<file path="src/rtl/bert_gen_pkg.sv">
package bert_gen_pkg;

  typedef enum logic [1:0] {
    GEN_PRBS   = 2'd0,
    GEN_REPEAT = 2'd1,
    GEN_QRSS   = 2'd2
  } gen_mode_e;

  // QRSS overrides everything; otherwise the type select decides
  function automatic gen_mode_e pick_mode(input logic qrss, input logic rep);
    if (qrss) return GEN_QRSS;
    if (rep)  return GEN_REPEAT;
    return GEN_PRBS;
  endfunction

endpackage

</file>
<file path="src/rtl/bert_tap_mux.sv">
module bert_tap_mux
  import bert_gen_pkg::*;
#(
  parameter int REG_W    = 32,
  parameter int QRSS_LEN = 20,
  parameter int QRSS_TAP = 17,
  localparam int SEL_W   = $clog2(REG_W)
) (
  input  logic [REG_W-1:0] state,
  input  logic [SEL_W-1:0] len_sel,
  input  logic [SEL_W-1:0] tap_sel,
  input  gen_mode_e        mode,
  output logic             raw_bit,
  output logic             fb_bit,
  output logic [REG_W-1:0] len_mask
);

  logic [SEL_W-1:0] len_idx;
  logic [SEL_W-1:0] tap_idx;
  logic             tap_bit;

  always_comb begin
    if (mode == GEN_QRSS) begin
      len_idx = SEL_W'(QRSS_LEN - 1);
      tap_idx = SEL_W'(QRSS_TAP - 1);
    end else begin
      len_idx = len_sel;
      tap_idx = tap_sel;
    end
  end

  assign raw_bit  = state[len_idx];
  assign tap_bit  = state[tap_idx];
  assign fb_bit   = (mode == GEN_REPEAT) ? raw_bit : (raw_bit ^ tap_bit);
  // ones in stages 1..n
  assign len_mask = {REG_W{1'b1}} >> (SEL_W'(REG_W - 1) - len_idx);

endmodule

</file>
<file path="src/rtl/bert_seed_prep.sv">
module bert_seed_prep
  import bert_gen_pkg::*;
#(
  parameter int REG_W = 32
) (
  input  logic [REG_W-1:0] seed,
  input  logic [REG_W-1:0] len_mask,
  input  gen_mode_e        mode,
  output logic [REG_W-1:0] load_val
);

  logic dead_seed;

  // a PRBS register with no one in its active stages never leaves zero
  assign dead_seed = ((seed & len_mask) == '0);

  always_comb begin
    unique case (mode)
      GEN_QRSS:   load_val = '1;
      GEN_PRBS:   load_val = dead_seed ? '1 : seed;
      default:    load_val = seed;
    endcase
  end

endmodule

</file>
<file path="src/rtl/bert_zero_guard.sv">
module bert_zero_guard
  import bert_gen_pkg::*;
#(
  parameter int GUARD_W = 14
) (
  input  logic [GUARD_W-1:0] window,
  input  logic               raw_bit,
  input  gen_mode_e          mode,
  output logic               out_bit
);

  logic quiet;

  // window holds the current raw bit and the ones that follow it
  assign quiet   = (window == '0);
  assign out_bit = ((mode == GEN_QRSS) && quiet) ? 1'b1 : raw_bit;

endmodule

</file>
<file path="src/rtl/bert_pattern_gen.sv">
module bert_pattern_gen
  import bert_gen_pkg::*;
#(
  parameter int REG_W    = 32,
  parameter int QRSS_LEN = 20,
  parameter int QRSS_TAP = 17,
  parameter int GUARD_W  = 14,
  localparam int SEL_W   = $clog2(REG_W),
  localparam int RUN_W   = $clog2(GUARD_W + 1) + 1
) (
  input  logic             clk,
  input  logic             rst_n,
  input  logic             enable,
  input  logic             load,
  input  logic [REG_W-1:0] seed,
  input  logic [SEL_W-1:0] len_sel,
  input  logic [SEL_W-1:0] tap_sel,
  input  logic             repeat_mode,
  input  logic             qrss_on,
  input  logic             bit_ready,
  output logic             bit_out,
  output logic             bit_valid
);

  gen_mode_e        mode;
  logic [REG_W-1:0] shreg;
  logic [REG_W-1:0] load_val;
  logic [REG_W-1:0] len_mask;
  logic             raw_bit;
  logic             fb_bit;
  logic             fire;

  assign mode      = pick_mode(qrss_on, repeat_mode);
  assign bit_valid = enable && !load;
  assign fire      = bit_valid && bit_ready;

  bert_tap_mux #(
    .REG_W    (REG_W),
    .QRSS_LEN (QRSS_LEN),
    .QRSS_TAP (QRSS_TAP)
  ) u_tap_mux (
    .state    (shreg),
    .len_sel  (len_sel),
    .tap_sel  (tap_sel),
    .mode     (mode),
    .raw_bit  (raw_bit),
    .fb_bit   (fb_bit),
    .len_mask (len_mask)
  );

  bert_seed_prep #(
    .REG_W (REG_W)
  ) u_seed_prep (
    .seed     (seed),
    .len_mask (len_mask),
    .mode     (mode),
    .load_val (load_val)
  );

  // stages QRSS_LEN down to QRSS_LEN-GUARD_W+1 are the next raw output bits
  bert_zero_guard #(
    .GUARD_W (GUARD_W)
  ) u_zero_guard (
    .window  (shreg[QRSS_LEN-1 -: GUARD_W]),
    .raw_bit (raw_bit),
    .mode    (mode),
    .out_bit (bit_out)
  );

  always_ff @(posedge clk or negedge rst_n) begin
    if (!rst_n)    shreg <= '1;
    else if (load) shreg <= load_val;
    else if (fire) shreg <= {shreg[REG_W-2:0], fb_bit};
  end

  // zeros accepted in a row while in QRSS mode
  logic [RUN_W-1:0] zrun;
  always_ff @(posedge clk or negedge rst_n) begin
    if (!rst_n)                         zrun <= '0;
    else if (load || mode != GEN_QRSS)  zrun <= '0;
    else if (fire)                      zrun <= bit_out ? '0 : zrun + 1'b1;
  end

  a_r2_shift_step: assert property (@(posedge clk) disable iff (!rst_n)
    fire && !load |=> shreg[REG_W-1:1] == $past(shreg[REG_W-2:0]));

  a_r9_stall_hold: assert property (@(posedge clk) disable iff (!rst_n)
    bit_valid && !bit_ready |=> $stable(shreg));

  a_r5_load_copy: assert property (@(posedge clk) disable iff (!rst_n)
    load && !qrss_on && repeat_mode |=> shreg == $past(seed));

  a_r6_live_state: assert property (@(posedge clk) disable iff (!rst_n)
    load && mode == GEN_PRBS |=> (shreg & $past(len_mask)) != '0);

  a_r7_qrss_fill: assert property (@(posedge clk) disable iff (!rst_n)
    load && qrss_on |=> shreg == '1);

  a_r8_zero_run: assert property (@(posedge clk) disable iff (!rst_n)
    zrun < RUN_W'(GUARD_W));

endmodule

</file>
<file path="config.mk">
export PLATFORM = sky130hd
export DESIGN_NAME = bert_pattern_gen
export DESIGN_NICKNAME = d
export VERILOG_FILES = /design/src/rtl/bert_gen_pkg.sv /design/src/rtl/bert_tap_mux.sv /design/src/rtl/bert_seed_prep.sv /design/src/rtl/bert_zero_guard.sv /design/src/rtl/bert_pattern_gen.sv
export SDC_FILE = /design/constraint.sdc
export NUM_CORES = 1
export LEC_CHECK = 0
export CAP_MARGIN = 20
export CORE_MARGIN = 4
export CORE_UTILIZATION = 51
export CTS_CLUSTER_SIZE = 14
export DETAILED_ROUTE_END_ITERATION = 16
export DONT_BUFFER_PORTS = 1
export PLACE_DENSITY = 0.8
export SYNTH_ARGS = -nofsm -noshare
export SYNTH_HDL_FRONTEND = slang
export SYNTH_SLANG_ARGS = --single-unit
</file>
<file path="constraint.sdc">
create_clock -name clk -period 1.78 [get_ports clk]
set_input_delay 0.178 -clock clk [delete_from_list [all_inputs] [get_ports clk]]
set_output_delay 0.178 -clock clk [all_outputs]
set_load 0.005 [all_outputs]
</file>
==> After elaboration in Yosys (flattened, before gate mapping) <==
Cells that the tools add are included.
{ "totals": {"in_bits": 49, "ff_bits": 32} }
{ "op_classes": {"add_sub_neg": 1, "shifts": 1, "n_mux": 19, "magnitude_cmp": 2, "n_bitwise": 2, "eq_ne": 2, "n_reduce_logical": 8} }
{ "ops": {"columns": ["cell", "count"], "rows": [
  ["$mux 32", 3],
  ["$pmux 32 s2", 1],
  ["$and 32x32->32", 1],
  ["$logic_not 32->1", 1],
  ["$shr 32x5->32 const A", 1],
  ["$logic_not 14->1", 1],
  ["$lt 5x6->1 const B", 2],
  ["$bmux 1 s5", 2],
  ["$mux 5", 2],
  ["$mux 2", 4],
  ["$mux 1", 7],
  ["$sub 5x5->5 const A", 1],
  ["$logic_and 1x1->1", 3],
  ["$eq 2x1->1 const B", 1],
  ["$eq 2x2->1 const B", 1],
  ["$logic_not 2->1", 1],
  ["$reduce_bool 2->1", 1],
  ["$logic_not 1->1", 1],
  ["$xor 1x1->1", 1]
]} }

==> Longest topological paths before layout <==
Gate-level depths: netlist (run 1).
{ "logic_depth": {"depth_word": 13, "depth_mapped": 10, "depth_no_buf": 7} }

==> Hierarchy <==
A second synthesis (run 1) with hierarchy kept.
{ "hier_totals": {"hier_cells": 491, "area_unflattened_um2": 3873.7} }
{ "by_module_without_submodules": {"columns": ["mod", "seq_area_each_um2", "area_per_inst_um2", "cells_each", "n_inst"], "rows": [
  ["bert_pattern_gen", 840.8, 2013.2, 185, 1],
  ["bert_tap_mux", 0.0, 1067.3, 174, 1],
  ["bert_seed_prep", 0.0, 737.0, 127, 1],
  ["bert_zero_guard", 0.0, 56.3, 5, 1]
]} }

==> Least setup slack after synthesis (run 1) <==
OpenSTA, ideal clock, no wires.
{ "synth_timing": {"path_kind": "reg-to-reg", "startpoint": "register shreg[29]", "endpoint": "register shreg[0]", "stages_incl_launch_ff": 8, "slack_ns": -0.092, "setup_ns": 0.094, "period_less_slack_ns": 1.872, "required_ns": 1.686, "arrival_time_ns": 1.778, "path_buffers": 0, "path_cell_list": "dfstp_2 mux4_2 or2_2 a21oi_1 a311oi_1 a21oi_1 xor2_1 a31oi_1"} }
{ "synth_via": {"elab_chain_len": 6} }
{ "synth_rtl": {"columns": ["element", "line_no", "rtl"], "rows": [
  ["from (decl)", "bert_pattern_gen.sv:26", "logic [REG_W-1:0] shreg;"],
  ["from (signal assigned)", "bert_pattern_gen.sv:72", "else if (load) shreg <= load_val;"],
  ["from (signal assigned)", "bert_pattern_gen.sv:73", "else if (fire) shreg <= {shreg[REG_W-2:0], fb_bit};"],
  ["$bmux 1 s5 (on tied branches)", "bert_tap_mux.sv:32, bert_tap_mux.sv:33", null],
  ["$mux 1 (on tied branches)", "bert_tap_mux.sv:32, bert_tap_mux.sv:33", null],
  ["$xor 1x1->1", "bert_tap_mux.sv:34", "assign fb_bit = (mode == GEN_REPEAT) ? raw_bit : (raw_bit ^ tap_bit);"],
  ["$mux 1 *", "bert_tap_mux.sv:34", null],
  ["$mux 32 *", "bert_pattern_gen.sv:73", null],
  ["$mux 32 *", "bert_pattern_gen.sv:72", null]
]} }
Mark *: on every way between the ends. The rest lies on a longest branch, timed or not. The select of a mux whose other input is x is not followed.
A chain may end at the register's enable or synchronous reset.

==> Worst setup path in the final report (run 1) <==
{ "layout_timing": {"startpoint": "register shreg[29]", "endpoint": "output port bit_out"} }
{ "layout_via": {"elab_chain_len": 3} }
{ "layout_rtl": {"columns": ["element", "line_no", "rtl"], "rows": [
  ["$bmux 1 s5", "bert_tap_mux.sv:32", "assign raw_bit = state[len_idx];"],
  ["$mux 1 (implied by the code)", "bert_tap_mux.sv:32", null],
  ["$mux 1", "bert_zero_guard.sv:16", "assign out_bit = ((mode == GEN_QRSS) && quiet) ? 1'b1 : raw_bit;"],
  ["to (decl)", "bert_pattern_gen.sv:21", "output logic bit_out,"]
]} }
No other way between the ends. The select of a mux whose other input is x is not followed.

==> metrics.txt, run 1 <==
synth top area cells=dfstp_2 31%, a21oi_1 7.8%, nor2_1 6.4%; maximum VDD drop=0.387 mV; Synth top area share=0.306; DP HPWL=6240 um; r2r setup slk=-0.23 ns; unrepaired setup endpoints after global routing=true; Synth Flop Type=dfstp_2; maximum clock frequency=468 MHz; setup violators final=2; Root Buffer=clkbuf_8; worst relative slew slack=0.721; port bufs=0; Place WS=-0.288 ns; Die Y-Extent=81.4 um; sequential-to-total area share from yosys stat=0.306; TritonCTS clock tree=built; placed insts=425; Pre-antenna DRT Iters=6; WP data required=1.60 ns; DR vias=2959; worst min path class=in -> reg; largest reg by FF count=shreg; biggest regs=shreg: 32 flops; DR iter-0 viols=438; Leakage=1.20 nW; Worst Path Arrival=1.96 ns; final net count=417; min Tclk post-route=2.13 ns; core area=5170 um2; DP Area=2930 um2; n_diodes=0; global-route wire length before repair=14500 um; P&R area growth vs syn=13.8%; final period utilization=1.20; DRT Wirelength=8950 um; post-route setup slack=-0.355 ns; skew final=0.00642 ns; Routed wire per std cell=20.4 um; Final Cell Area=3130 um2; Residual DRC=0; Unique masters post-synth=57; PD cells=684 nW/um2; post-synth net total=398; crit end category=output port; H-tree Lvls=2; CTS sink count=32; Syn Inst Count=349; starting density of the core=0.531; die area=6620 um2; Rows=26; CTS clk-pin slew, worst paths=0.07 ns; Global Route Usage Sum=0.286; # Max-Cap Violations=0; Congestion Overflow GR=0; Max clock buf depth=2; top-count cell post-synth=nor2_1; layout cells sized above 1=0.276; CTS Buf Count=5; Vias/cell=6.74; Crit Path Class=reg -> out; post-route ant nets=0; Clock Latency Late Sink=0.28 ns; Final TNS setup=-0.581 ns; synthesized area per cell=7.87 um2; Die Wd=81.4 um; YS warnings=0; IO Pins=51; failing checks=setup timing; number of global-route vias before repair=2839; measured slew at the worst slew-check pin=0.417 ns; Synth top cells by count=47 x nor2_1, 43 x a21oi_1, 42 x nand2_1, 32 x dfstp_2, 29 x o21ai_1; number of synthesized flops with an enable pin=0; Fin. Hold Viols=0; initial antenna violation count=0; largest net degree at the start of global routing=37; result of the run=finished with violations; mapped cell area=2750 um2; share of flip-flops with an asynchronous set or reset=1.00; CP max FO=2; Final Max Tran Viols=0; post-synthesis register bit count=32; cells on worst reg2reg path=8; max reg flops=32; startpoint types=flop; worst hold path cell count=2; Yosys top cell by area=dfstp_2; Tot Pwr=2.14 mW; global placer's final weighted congestion=0.996; post-route insts no fill=439
stage by stage:
step	hold WS (ns)	util
2_1_floorplan	0.0302	-
3_3_place_gp	0.0326	0.567
3_5_place_dp	0.0322	0.567
4_1_cts	0.0253	0.597
5_1_grt	0.0493	0.604
6_report	0.0312	0.604
logic make-up after synthesis:
family          synth area share
xor+xnor                 0.00319
flops                      0.306
simple gates               0.228
fa+ha+maj                0.00364
buf+inv                   0.0820
mux                        0.100
compound gates             0.277
placed cells by master (no fill, tap or decap), types with 3 or more instances in the layout:
master,instances
dfstp_2,32
nor4_1,5
a311oi_1,4
nor2b_1,6
inv_1,7
nand3b_1,3
nand2_1,41
clkbuf_8,6
a21oi_1,42
mux4_2,5
nor2_1,46
o31ai_1,3
nor3_1,4
buf_4,39
nand3_1,5
nand4_1,4
o21ai_0,11
mux2i_1,13
o2111ai_1,3
o21ai_1,31
area by class of cell:
cell class / count / area (um2)
sequential: 32 / 841
timing repair buffer: 43 / 353
multi-input combinational: 279 / 1730
clock buffer: 8 / 90.1
inverter: 7 / 26.3
tap: 70 / 87.6
fill: 445 / 2050
final timing paths:
check	start	end
setup / recovery	shreg[29]	bit_out
hold / removal	seed[0]	shreg[0]
setup reg to reg	shreg[20]	shreg[0]
hold reg to reg	shreg[31]	shreg[31]
max in group asynchronous	rst_n	shreg[6]
min in group asynchronous	rst_n	shreg[12]
where the power goes:
part	leakage [nW]	internal, mW	total [mW]	switching, mW
logic	0.821	0.314	0.604	0.290
clock network	0.0455	0.316	0.603	0.287
registers	0.337	0.863	0.932	0.0694
critical path: stages (launching register included):
cell	delay [ns]
dfstp_2	0.37
mux4_2	0.47
or2_4	0.25
a21oi_4	0.14
a311oi_1	0.06
a21oi_1	0.19
buf_4	0.14
nand2_2	0.05
routing by layer:
layer	vias to the layer above	part of all wire	routed length, um	track usage
met3	39	0.099	885	0.0599
met1	1412	0.39	3500	0.371
li1	1314	-	-	-
met2	194	0.48	4270	0.463
met4	0	0.033	296	0.118
met5	-	0	0	0
repair_timing:
item | in CTS | in global routing
gates resized for setup | 3 | 7
pin swaps | 2 | 6
setup endpoints to repair | 2 | 3
hold endpoints to repair | 33 | 0
setup buffers | 1 | 2
hold buffers | 3 | 0
Power figures use the tool's default switching activity.
==> run 2, diff against run 1 <==
CORE_ASPECT_RATIO = 0.75   (was not set)
PLACE_DENSITY = 0.77   (was 0.8)
clock period = 2.1 ns   (was 1.78 ns; I/O delays follow)
==> run 2 against run 1 <==
Effect of this change:
- the run still ends with setup timing left
- final cell count fell by 5.9%
- final area fell by 7.0%
- via count fell by 7.4%
- clock skew fell by 0.0032 ns
- wire length fell by 5.1%
- clock-buffer cell count did not move
- global-route usage fell by 1.6 points
- sequential share of layout area rose by 2.0 points
- critical path type unchanged
- largest power group unchanged
- highest routed layer unchanged
==> metrics.txt, run 2 (same netlist as run 1, synthesis figures left out) <==
Fin. Hold Viols=0; worst min path class=in -> reg; worst relative slew slack=0.696; starting density of the core=0.545; Die Y-Extent=71.6 um; Congestion Overflow GR=0; result of the run=finished with violations; post-route setup slack=-0.0300 ns; DR iter-0 viols=362; Crit Path Class=reg -> out; CTS sink count=32; crit end category=output port; Root Buffer=clkbuf_8; PD cells=596 nW/um2; DR vias=2741; Final Cell Area=2910 um2; cells on worst reg2reg path=8; global routing usage on met2=0.389; Final TNS setup=-0.0300 ns; DP Area=2700 um2; commonest non-fill, non-tap cell in the layout=nor2_1; global placer's final weighted congestion=0.944; Final Max Tran Viols=0; skew final=0.00325 ns; Most Crowded Layer GR=met1; Vias/cell=6.64; IO Pins=51; worst hold path cell count=2; n_diodes=0; # Max-Cap Violations=0; r2r setup slk=0.12 ns; startpoint types=flop; max reg flops=32; DRT Wirelength=8490 um; CTS Buf Count=5; Leakage=1.07 nW; # fillers=480; TritonCTS clock tree=built; P&R area growth vs syn=5.83%; grt met1 use=0.394; number of global-route vias before repair=2689; layout cells sized above 1=0.208; global-route wire length before repair=14100 um; Hold WS=0.0347 ns; biggest regs=shreg: 32 flops; CP max FO=2; port bufs=0; CTS clk-pin slew, worst paths=0.07 ns; final period utilization=1.01; Routed wire per std cell=20.6 um; met3 usage=0.0735; DP HPWL=5850 um; most frequent cells in the layout=46 x nor2_1, 42 x nand2_1, 41 x a21oi_1, 32 x dfstp_2, 30 x o21ai_1; largest net degree at the start of global routing=37; failing checks=setup timing; maximum VDD drop=0.401 mV; min Tclk post-route=2.13 ns; Rows=22; placed insts=396; Worst Path Arrival=1.92 ns; die area=6640 um2; largest reg by FF count=shreg; post-route ant nets=0; setup violators final=1; initial antenna violation count=0; maximum clock frequency=469 MHz; post-route insts no fill=413; H-tree Lvls=2; Max clock buf depth=2; Tot Pwr=1.73 mW; Pre-antenna DRT Iters=5; Residual DRC=0; Clock Latency Late Sink=0.30 ns; Global Route Usage Sum=0.270; WP data required=1.89 ns; unrepaired setup endpoints after global routing=true; final net count=389; measured slew at the worst slew-check pin=0.452 ns; core area=5040 um2; Die Wd=92.7 um
run 2: final cells by class:
cell class | instances | area, um2 | area share
inverters | 7 | 26.3 | 0.00904
flip-flops and latches | 32 | 841 | 0.289
well taps | 72 | 90.1 | 0.0310
multi-input cells | 279 | 1720 | 0.591
clock buffers | 8 | 90.1 | 0.0310
repair buffers | 15 | 140 | 0.0482
run 2: report_power, final:
part | internal (mW) | total, mW | switching (mW)
logic | 0.205 | 0.407 | 0.202
clock network | 0.267 | 0.509 | 0.241
registers | 0.733 | 0.817 | 0.0834
run 2: per-layer routing:
metal	vias to the layer above	wire, um
li1	1255	-
met1	1297	3640
met2	175	3580
met3	14	1160
met4	0	115
met5	-	0
run 2: repair_timing:
item	4_1_cts	5_1_grt
endpoints found under the setup margin	1	2
setup buffers	5	2
pin swaps	4	1
hold endpoints to repair	32	0
hold buffers	2	0
gates resized for setup	5	2
run 2: final timing paths:
path	startpoint	to
setup / recovery	shreg[29]	bit_out
hold / removal	load	shreg[0]
setup reg to reg	shreg[17]	shreg[0]
hold reg to reg	shreg[31]	shreg[31]
max in group asynchronous	rst_n	shreg[27]
min in group asynchronous	rst_n	shreg[12]
run 2: worst max-delay path, stage by stage (launching register included):
cell	delay, ns
dfstp_2	0.37
mux4_2	0.46
or2_4	0.27
a21oi_4	0.17
a311oi_2	0.06
a21oi_2	0.18
nand2_1	0.11
run 2: metrics by stage:
stage | setup WS [ns] | util
5_1_grt | -0.0952 | 0.577
4_1_cts | 0.00632 | 0.572
3_5_place_dp | 0.0751 | 0.536
3_3_place_gp | 0.138 | 0.536
2_1_floorplan | 0.228 | -
6_report | -0.0300 | 0.577
==> run 3, diff against run 2 <==
CTS_CLUSTER_SIZE = 25   (was 14)
==> results of run 3 <==
Final layout, timing and power as in run 2 (identical DEF).
